[config.mk]
export PLATFORM = sky130hd
export DESIGN_NAME = frame_rx_top
export DESIGN_NICKNAME = d
export VERILOG_FILES = /design/src/rtl/frx_pkg.sv /design/src/rtl/frx_idle_timer.sv /design/src/rtl/frx_parser.sv /design/src/rtl/frx_rec_buf.sv /design/src/rtl/frame_rx_top.sv
export SDC_FILE = /design/constraint.sdc
export NUM_CORES = 1
export LEC_CHECK = 0
export ABC_AREA = 0
export BUFFER_PORTS_ARGS = -buffer_cell sky130_fd_sc_hd__buf_4
export CORE_ASPECT_RATIO = 1.25
export CORE_MARGIN = 3
export CORE_UTILIZATION = 57
export DETAILED_ROUTE_END_ITERATION = 16
export GPL_ROUTABILITY_DRIVEN = 0
export GPL_TIMING_DRIVEN = 0
export HOLD_SLACK_MARGIN = 0.15
export PLACE_DENSITY = 0.8
export SLEW_MARGIN = 20
export SYNTH_ARGS = -nofsm -noshare
export SYNTH_HDL_FRONTEND = slang
export SYNTH_HIERARCHICAL = 1
export SYNTH_SLANG_ARGS = --single-unit
[constraint.sdc]
create_clock -name clk -period 5.7 [get_ports clk]
set_clock_uncertainty 0.05 [all_clocks]
set_input_delay 1.14 -clock clk [delete_from_list [all_inputs] [get_ports clk]]
set_output_delay 1.14 -clock clk [all_outputs]
set_load 0.005 [all_outputs]
[src/rtl/frx_pkg.sv]
package frx_pkg;
   typedef enum logic [1:0] {
      ST_HUNT = 2'd0,
      ST_LEN  = 2'd1,
      ST_DATA = 2'd2,
      ST_CHK  = 2'd3
   } frx_state_e;

   typedef enum logic [1:0] {
      ERR_NONE    = 2'd0,
      ERR_SUM     = 2'd1,
      ERR_LEN     = 2'd2,
      ERR_TIMEOUT = 2'd3
   } frx_err_e;
endpackage

[src/rtl/frx_idle_timer.sv]
module frx_idle_timer #(
   parameter int TO_CYC = 1088
) (
   input  logic clk,
   input  logic rst_n,
   input  logic armed,
   input  logic rx_valid,
   output logic expire
);
   localparam int CW = $clog2(TO_CYC + 1);

   logic [CW-1:0] cnt_q;

   assign expire = armed && !rx_valid && (cnt_q == CW'(TO_CYC - 1));

   always_ff @(posedge clk) begin
      if (!rst_n) begin
         cnt_q <= '0;
      end else if (!armed || rx_valid || expire) begin
         cnt_q <= '0;
      end else begin
         cnt_q <= cnt_q + 1'b1;
      end
   end
endmodule

[src/rtl/frx_parser.sv]
module frx_parser
   import frx_pkg::*;
#(
   parameter logic [7:0] SOF_BYTE  = 8'hA5,
   parameter int         REC_BYTES = 3,
   parameter int         MAX_LEN   = 64
) (
   input  logic                       clk,
   input  logic                       rst_n,
   input  logic [7:0]                 rx_byte,
   input  logic                       rx_valid,
   input  logic [7:0]                 node_id,
   input  logic                       expire,
   output logic                       busy,
   output logic                       frame_ok,
   output logic                       frame_err,
   output logic [1:0]                 err_code,
   output logic                       buf_wr,
   output logic [(REC_BYTES-1)*8-1:0] buf_payload,
   output logic                       commit,
   output logic                       discard
);
   localparam int PAY_W  = (REC_BYTES - 1) * 8;
   localparam int FULL_W = REC_BYTES * 8;
   localparam int PW     = $clog2(REC_BYTES);

   frx_state_e       state_q;
   logic [7:0]       remain_q;
   logic [7:0]       sum_q;
   logic [7:0]       sum_next;
   logic [PW-1:0]    pos_q;
   logic [PAY_W-1:0] sr_q;
   logic [PAY_W-1:0] sr_d;
   logic [FULL_W-1:0] full_rec;
   logic             len_bad;
   logic             rec_done;
   logic             chk_seen;
   logic             chk_good;
   logic             len_fail;
   logic             ok_q;
   logic             err_q;
   logic [1:0]       code_q;

   // Record assembly: the shift register keeps every byte of the record but the last.
   generate
      if (REC_BYTES == 2) begin : g_sr_one
         assign sr_d = rx_byte;
      end else begin : g_sr_many
         assign sr_d = {sr_q[PAY_W-9:0], rx_byte};
      end
   endgenerate

   assign full_rec    = {sr_q, rx_byte};
   assign buf_payload = full_rec[PAY_W-1:0];
   assign sum_next    = sum_q + rx_byte;

   assign len_bad  = (int'(rx_byte) > MAX_LEN) || ((int'(rx_byte) % REC_BYTES) != 0);
   assign len_fail = (state_q == ST_LEN) && rx_valid && len_bad;
   assign rec_done = (state_q == ST_DATA) && rx_valid && (pos_q == PW'(REC_BYTES - 1));
   assign buf_wr   = rec_done && (full_rec[FULL_W-1 -: 8] == node_id);
   assign chk_seen = (state_q == ST_CHK) && rx_valid;
   assign chk_good = (sum_next == 8'h00);
   assign commit   = chk_seen && chk_good;
   assign discard  = (chk_seen && !chk_good) || expire;

   always_ff @(posedge clk) begin
      if (!rst_n) begin
         state_q  <= ST_HUNT;
         remain_q <= '0;
         sum_q    <= '0;
         pos_q    <= '0;
         sr_q     <= '0;
         ok_q     <= 1'b0;
         err_q    <= 1'b0;
         code_q   <= ERR_NONE;
      end else begin
         ok_q  <= commit;
         err_q <= discard || len_fail;
         if (expire) begin
            code_q  <= ERR_TIMEOUT;
            state_q <= ST_HUNT;
         end else if (rx_valid) begin
            unique case (state_q)
               ST_HUNT: begin
                  if (rx_byte == SOF_BYTE) begin
                     state_q <= ST_LEN;
                  end
               end
               ST_LEN: begin
                  if (len_bad) begin
                     code_q  <= ERR_LEN;
                     state_q <= ST_HUNT;
                  end else begin
                     sum_q    <= rx_byte;
                     remain_q <= rx_byte;
                     pos_q    <= '0;
                     state_q  <= (rx_byte == 8'h00) ? ST_CHK : ST_DATA;
                  end
               end
               ST_DATA: begin
                  sum_q    <= sum_next;
                  remain_q <= remain_q - 1'b1;
                  sr_q     <= sr_d;
                  pos_q    <= rec_done ? '0 : pos_q + 1'b1;
                  if (remain_q == 8'd1) begin
                     state_q <= ST_CHK;
                  end
               end
               ST_CHK: begin
                  if (!chk_good) begin
                     code_q <= ERR_SUM;
                  end
                  state_q <= ST_HUNT;
               end
               default: state_q <= ST_HUNT;
            endcase
         end
      end
   end

   assign busy      = (state_q != ST_HUNT);
   assign frame_ok  = ok_q;
   assign frame_err = err_q;
   assign err_code  = code_q;
endmodule

[src/rtl/frx_rec_buf.sv]
module frx_rec_buf #(
   parameter int PAY_W = 16,
   parameter int DEPTH = 21
) (
   input  logic             clk,
   input  logic             rst_n,
   input  logic             wr,
   input  logic [PAY_W-1:0] wr_data,
   input  logic             commit,
   input  logic             discard,
   output logic             rd_valid,
   output logic [PAY_W-1:0] rd_data
);
   localparam int AW = $clog2(DEPTH);
   localparam int IW = $clog2(DEPTH + 1);

   logic [PAY_W-1:0] slot_arr [DEPTH];
   logic [IW-1:0]    wr_cnt_q;
   logic [IW-1:0]    drain_n_q;
   logic [AW-1:0]    rd_idx_q;
   logic             draining_q;

   generate
      for (genvar i = 0; i < DEPTH; i++) begin : g_slot
         logic [PAY_W-1:0] q;
         always_ff @(posedge clk) begin
            if (!rst_n) begin
               q <= '0;
            end else if (wr && (wr_cnt_q == IW'(i))) begin
               q <= wr_data;
            end
         end
         assign slot_arr[i] = q;
      end
   endgenerate

   always_ff @(posedge clk) begin
      if (!rst_n) begin
         wr_cnt_q <= '0;
      end else if (commit || discard) begin
         wr_cnt_q <= '0;
      end else if (wr && (wr_cnt_q != IW'(DEPTH))) begin
         wr_cnt_q <= wr_cnt_q + 1'b1;
      end
   end

   always_ff @(posedge clk) begin
      if (!rst_n) begin
         draining_q <= 1'b0;
         drain_n_q  <= '0;
         rd_idx_q   <= '0;
      end else if (commit) begin
         draining_q <= (wr_cnt_q != '0);
         drain_n_q  <= wr_cnt_q;
         rd_idx_q   <= '0;
      end else if (draining_q) begin
         if (IW'(rd_idx_q) == drain_n_q - 1'b1) begin
            draining_q <= 1'b0;
         end else begin
            rd_idx_q <= rd_idx_q + 1'b1;
         end
      end
   end

   assign rd_valid = draining_q;
   assign rd_data  = slot_arr[rd_idx_q];
endmodule

[src/rtl/frame_rx_top.sv]
module frame_rx_top
   import frx_pkg::*;
#(
   parameter logic [7:0] SOF_BYTE     = 8'hA5,
   parameter int         REC_BYTES    = 3,
   parameter int         MAX_LEN      = 64,
   parameter int         CLKS_PER_BIT = 34,
   parameter int         TIMEOUT_BITS = 32
) (
   input  logic                       clk,
   input  logic                       rst_n,
   input  logic [7:0]                 rx_byte,
   input  logic                       rx_valid,
   input  logic [7:0]                 node_id,
   output logic                       busy,
   output logic                       frame_ok,
   output logic                       frame_err,
   output logic [1:0]                 err_code,
   output logic                       rec_valid,
   output logic [(REC_BYTES-1)*8-1:0] rec_payload
);
   localparam int PAY_W    = (REC_BYTES - 1) * 8;
   localparam int MAX_RECS = MAX_LEN / REC_BYTES;
   localparam int TO_CYC   = TIMEOUT_BITS * CLKS_PER_BIT;

   generate
      if (REC_BYTES < 2) begin : g_bad_rec
         $error("frame_rx_top: a record needs a module number and a payload byte");
      end
      if (MAX_LEN > 255 || MAX_LEN < 2 * REC_BYTES) begin : g_bad_len
         $error("frame_rx_top: MAX_LEN must fit the length byte and hold two records");
      end
      if (TO_CYC < 2) begin : g_bad_to
         $error("frame_rx_top: timeout window too short");
      end
   endgenerate

   logic             expire;
   logic             buf_wr;
   logic [PAY_W-1:0] buf_payload;
   logic             commit;
   logic             discard;

   frx_idle_timer #(
      .TO_CYC (TO_CYC)
   ) u_timer (
      .clk      (clk),
      .rst_n    (rst_n),
      .armed    (busy),
      .rx_valid (rx_valid),
      .expire   (expire)
   );

   frx_parser #(
      .SOF_BYTE  (SOF_BYTE),
      .REC_BYTES (REC_BYTES),
      .MAX_LEN   (MAX_LEN)
   ) u_parser (
      .clk         (clk),
      .rst_n       (rst_n),
      .rx_byte     (rx_byte),
      .rx_valid    (rx_valid),
      .node_id     (node_id),
      .expire      (expire),
      .busy        (busy),
      .frame_ok    (frame_ok),
      .frame_err   (frame_err),
      .err_code    (err_code),
      .buf_wr      (buf_wr),
      .buf_payload (buf_payload),
      .commit      (commit),
      .discard     (discard)
   );

   frx_rec_buf #(
      .PAY_W (PAY_W),
      .DEPTH (MAX_RECS)
   ) u_buf (
      .clk      (clk),
      .rst_n    (rst_n),
      .wr       (buf_wr),
      .wr_data  (buf_payload),
      .commit   (commit),
      .discard  (discard),
      .rd_valid (rec_valid),
      .rd_data  (rec_payload)
   );
endmodule

Word-level counts from Yosys, hierarchy flattened
Cells that the tools add are included.
{"block": "totals", "in_bits": 19, "reg_bits": 403}
{"block": "classes", "n_mux": 22, "div_mod_pow": 1, "n_addsub": 7, "eq_ne": 35, "n_reduce_logical": 60, "bitwise": 4, "n_lt_le_gt_ge": 2}
{"op": "binary-select mux 16 bit (select 5 bit)", "n": 1}
{"op": "== test 5 x 4 -> 1 bit, second input constant", "n": 8}
{"op": "logical AND 1 bit", "n": 32}
{"op": "remainder unit 9 x 3 -> 32 bit, second input constant", "n": 1}
{"op": "two-way mux 16 bit", "n": 2}
{"op": "one-hot mux 8 bit (2 select lines)", "n": 2}
{"op": "nonzero test 32 bit", "n": 1}
{"op": "== test 5 bit, second input constant", "n": 5}
{"op": "== test 5 x 3 -> 1 bit, second input constant", "n": 4}
{"op": "two-way mux 2 bit", "n": 9}
{"op": "logical NOT 8 bit", "n": 2}
{"op": "adder 11 x 1 -> 11 bit, second input constant", "n": 1}
{"op": "== test 11 bit, second input constant", "n": 1}
{"op": "adder 5 x 1 -> 5 bit, second input constant", "n": 2}
{"op": "== test 5 x 2 -> 1 bit, second input constant", "n": 2}
{"op": "adder 8 bit", "n": 1}
{"op": "== test 8 x 1 -> 1 bit, second input constant", "n": 1}
{"op": "== test 8 bit", "n": 1}
{"op": "== test 8 bit, second input constant", "n": 1}
{"op": "> comparator 8 x 7 -> 1 bit, second input constant", "n": 1}
{"op": "two-way mux 8 bit", "n": 1}
{"op": "one-hot mux 2 bit (2 select lines)", "n": 2}
{"op": "one-hot mux 2 bit (4 select lines)", "n": 1}
{"op": "AND reduction 4 bit", "n": 2}
{"op": "other kinds (26)", "n": 47}

Logic depth before layout (Yosys ltp)
{"block": "depth", "word_depth": 7, "mapped_depth": 26, "mapped_depth_nobuf": 22}

Cells and area by module
The synthesis kept the hierarchy.
{"module": "frx_rec_buf", "seq_area_each_um2": 7046.8, "n_inst": 1, "area_each_um2": 16708.5, "cells_per_inst": 1884}
{"module": "frx_parser", "seq_area_each_um2": 800.8, "n_inst": 1, "area_each_um2": 3255.6, "cells_per_inst": 426}
{"module": "frx_idle_timer", "seq_area_each_um2": 220.2, "n_inst": 1, "area_each_um2": 543.0, "cells_per_inst": 56}

Least setup slack after synthesis
OpenSTA, ideal clock, no wires.
{"block": "synth_timing", "path_kind": "input port to flip-flop", "start": "in rx_byte[6]", "end": "reg u_parser.pos_q[0]", "t_arrival_ps": 5883, "required_time_ps": 5580, "path_buffers": 3, "slack_ps": -303, "stages": 25, "path_cell_list": "buf_4 clkbuf_1 ha_1 nand4bb_1 o211ai_1 a21oi_2 buf_2 nor3b_1 o211a_1 nor2_1 inv_1 ha_1 inv_1 o221a_2 nand3_2 nor3_4 xnor2_2 ha_1 a21o_1 a2bb2oi_1 or2_1 a211oi_2 a21oi_4 a2111o_1 a21oi_1"}
{"block": "synth_via", "elab_chain_cells": 5, "word_cells_on_any_way": 6}
{"element": "from (decl)", "line": "frame_rx_top.sv:12", "rtl": "input logic [7:0] rx_byte,"}
{"element": "remainder unit 9 x 3 -> 32 bit", "line": "frx_parser.sv:57", "rtl": "assign len_bad = (int'(rx_byte) > MAX_LEN) || ((int'(rx_byte) % REC_BYTES) != 0);"}
{"element": "nonzero test 32 bit", "line": "frx_parser.sv:57"}
{"element": "logical OR 1 bit (*)", "line": "frx_parser.sv:57"}
{"element": "!= test 2 bit (no source line) (*)"}
{"element": "AND reduction 4 bit (no source line) (*)"}
{"element": "to (signal assigned)", "line": "frx_parser.sv:104", "rtl": "pos_q <= rec_done ? '0 : pos_q + 1'b1;"}
{"element": "to (decl)", "line": "frx_parser.sv:31", "rtl": "logic [PW-1:0] pos_q;"}
Every way passes the cells marked *; elsewhere a longest branch is shown, timed or not.
A chain may end at the register's enable or synchronous reset.

Worst setup path after layout
{"block": "layout_timing", "start": "in rx_byte[6]", "end": "reg u_parser.state_q[0]"}
{"block": "layout_via", "elab_chain_cells": 5, "word_cells_on_any_way": 11}
{"element": "remainder unit 9 x 3 -> 32 bit", "line": "frx_parser.sv:57"}
{"element": "nonzero test 32 bit", "line": "frx_parser.sv:57"}
{"element": "logical OR 1 bit", "line": "frx_parser.sv:57"}
{"element": "two-way mux 2 bit", "line": "frx_parser.sv:90", "rtl": "if (len_bad) begin"}
{"element": "one-hot mux 2 bit (4 select lines)", "line": "frx_parser.sv:83", "rtl": "unique case (state_q)"}
{"element": "to (signal assigned)", "line": "frx_parser.sv:97", "rtl": "state_q <= (rx_byte == 8'h00) ? ST_CHK : ST_DATA;"}
{"element": "to (decl)", "line": "frx_parser.sv:27", "rtl": "frx_state_e state_q;"}
Several ways; a longest one is shown, not always the timed one.

==> impl_results.md <==
- Run status: finished clean
- CP endpoint kind: register
- Vias post-DR: 18900
- Worst slack at placement: -0.979 ns
- Fin area: 23000 um2
- Post-synth ARST share: 0
- Power, Total: 5890 uW
- Largest net degree at the start of global routing: 15
- Reg2reg path depth: 12
- Max-cap viol count: 0
- Final net count: 2505
- Share of layout cells above drive strength 1: 0.136
- Root buf cell: clkbuf_16
- Critical Path Sink: u_parser/state_q[0]
- Hold Buf Count CTS: 0
- H-tree depth: 2
- Worst r2r src: u_parser/state_q[0]
- Worst endpoint required time: 6.10 ns
- Commonest non-fill, non-tap cells in the layout: nand2_1 (524), dfxtp_1 (403), a21boi_0 (286), nand3_1 (266), clkbuf_1 (150)
- Fill cell count: 2903
- HP Start: u_buf/g_slot[15].q[7]
- Final Util: 0.649
- Drt pass-1 iters: 6
- Post-Synthesis Cells: 2366
- DR iter-0 viols: 2100
- Area of the mapped netlist: 20500 um2
- Worst skew pair latency: 0.55 ns
- Minimum clock period: 5.51 ns
- Leak pwr: 0.00754 uW
- Vias in the first global route: 18500
- Global Route Usage Sum: 0.338
- FMAX: 182 MHz
- Multi-input logic area: 11300 um2
- Worst VDD drop: 252 uV
- Most common cell after layout, fill and taps aside: nand2_1
- Hpwl dp: 48700 um
- Final period util: 0.967
- CTS tree: done
- Post-DRT Antenna Nets: 0
- # diodes: 0
- Reg2reg end: u_buf/g_slot[8].q[3]
- Routed vias/inst: 6.39
- Die Wd: 176 um
- Placement Cell Area: 21500 um2
- Max clock buf depth: 3
- CTS clk-pin slew, worst paths: 0.07 ns
- Area Overhead vs Synth: 12.1%
- Post-synth cell types: 102
- First-pass GRT wire length: 102000 um
- CP startpoint: rx_byte[6]
- FF+latch count, synth: 403
- Max Slew Vio Count: 0
- Crit-path max FO: 10
- PwrDens: 256 nW/um2
- Slew at the pin closest to its max-slew limit: 1.07 ns
- Synth Flop Type: dfxtp_1
- FF+latch area: 8070 um2
- Die Height: 218 um
- Core Area: 35500 um2
- Final setup viols: 0
- Worst slew margin: 0.288
- Cell row count: 77
- Post-Layout Cell Count: 2961
- Worst R2R Setup Slack: 2.11 ns
- YS warnings: 6
- Placed Cells incl. Taps: 2881
- Grt ovf: 0
- Final worst slack: 0.191 ns
- CP Data Arrival Time: 5.91 ns
- Initial Utilization: 0.578
- Sequential area share after synthesis: 0.393
- # DRC: 0
- Num CTS Buffers: 41
- Worst setup SP type: input port
- Min-Delay Path Class: reg -> reg
- Final hold vios: 0
- Clock sink count: 403
- Post-Syn Area per Cell: 8.67 um2
- EDFF count, synth: 0
- Per-cell routed wire length: 22.4 um
- IO Pins: 41
- Die ar.: 38300 um2
- Port Buffers: 40
- WS Path Type: in -> reg
- Final WL: 66400 um
- Syn Nets: 2410
- Initial antenna violation count: 0
==> registers in the layout (all words and copies together), names as in the netlist, 2 cells and up, named ones only <==
name,cells
u_buf/g_slot.q,336
u_parser/sr_q,16
u_timer/cnt_q,11
u_parser/remain_q,8
u_parser/sum_q,8
u_buf/drain_n_q,5
u_buf/rd_idx_q,5
u_buf/wr_cnt_q,5
u_parser/err_code,2
u_parser/pos_q,2
==> report_power, final <==
part | internal (uW) | switching (uW) | total, uW
logic | 138 | 208 | 345
registers | 2820 | 0.344 | 2820
clock network | 1610 | 1120 | 2730
==> worst min path at each step <==
| stage | to | slack, ns | depth (start not counted) |
|---|---|---|---|
| after global routing | u_buf/g_slot[13].q[11] | 0.41 | 2 |
| final | u_buf/g_slot[15].q[7] | 0.40 | 2 |
| after detailed placement | u_buf/g_slot[15].q[7] | 0.40 | 2 |
| after global placement | u_buf/g_slot[3].q[9] | 0.39 | 2 |
| after floorplan | u_buf/g_slot[3].q[6] | 0.38 | 2 |
| after CTS | u_buf/g_slot[15].q[7] | 0.40 | 2 |
==> through the flow <==
step	setup TNS, ns	hold WS, ns
6_report	0	0.404
2_1_floorplan	-0.0207	0.382
3_3_place_gp	-15.23	0.387
5_1_grt	-0.0191	0.414
4_1_cts	-0.00648	0.404
3_5_place_dp	-20.40	0.395
==> per-layer routing <==
metal,global-route usage,routed length (um),up-vias
met2,0.553,30500,1099
li1,-,-,8489
met4,0.250,5800,0
met1,0.391,23700,9051
met5,0,0,-
met3,0.0660,6430,293
==> cell usage after synthesis, drive strengths merged (21+ instances only) <==
cell type	count	area share
nand2	524	0.096
mux2i	55	0.027
dfxtp	403	0.39
a21oi	64	0.016
mux2	21	0.012
mux4	62	0.068
nor2	38	0.0073
nor3	25	0.0079
inv	31	0.0057
a22oi	25	0.0092
a21boi	336	0.12
buf	89	0.028
o21ai	34	0.0085
ha	24	0.015
nand3	267	0.065
clkbuf	151	0.029
==> cells by family after synthesis <==
group | Yosys count | synth area share
AO/OA/AOI/OAI | 553 | 0.197
adder cells (fa/ha/maj) | 25 | 0.0156
XOR/XNOR | 28 | 0.0123
multiplexers | 138 | 0.106
AND/OR/NAND/NOR | 945 | 0.210
flip-flops | 403 | 0.393
buffers and inverters | 274 | 0.0652
==> final cells by class <==
| class | count | share of cell area |
|---|---|---|
| clock inverters | 13 | 0.00778 |
| repair buffers | 51 | 0.0167 |
| clock buffers | 56 | 0.0506 |
| well taps | 474 | 0.0258 |
| inverters | 32 | 0.00533 |
| multi-input cells | 1690 | 0.489 |
| flip-flops and latches | 403 | 0.351 |
| plain buffers | 242 | 0.0536 |
==> worst max-delay path, stage by stage <==
cell       delay (ns)
buf_4            0.14
buf_6            0.15
clkbuf_2         0.12
ha_4             0.24
nand4bb_1        0.18
o211ai_1         0.34
a21oi_4          0.12
buf_6            0.15
nor3b_1          0.15
o211a_1          0.30
nor2_4           0.15
inv_2            0.06
ha_4             0.17
inv_4            0.07
o221a_4          0.19
nand3_4          0.08
nor3_4           0.19
xnor2_2          0.12
ha_4             0.22
a21o_1           0.19
a2bb2oi_2        0.16
or2_1            0.27
a211oi_4         0.22
buf_6            0.17
and3_4           0.21
a41oi_2          0.13
nor4_2           0.25
==> repair_timing <==
item | in CTS | in global routing
setup buffers | 2 | 8
resized for setup | 5 | 14
pin swaps | 5 | 11
endpoints found under the setup margin | 23 | 23
cloned | 0 | 1
No activity file was read; power rests on OpenSTA's default activity.
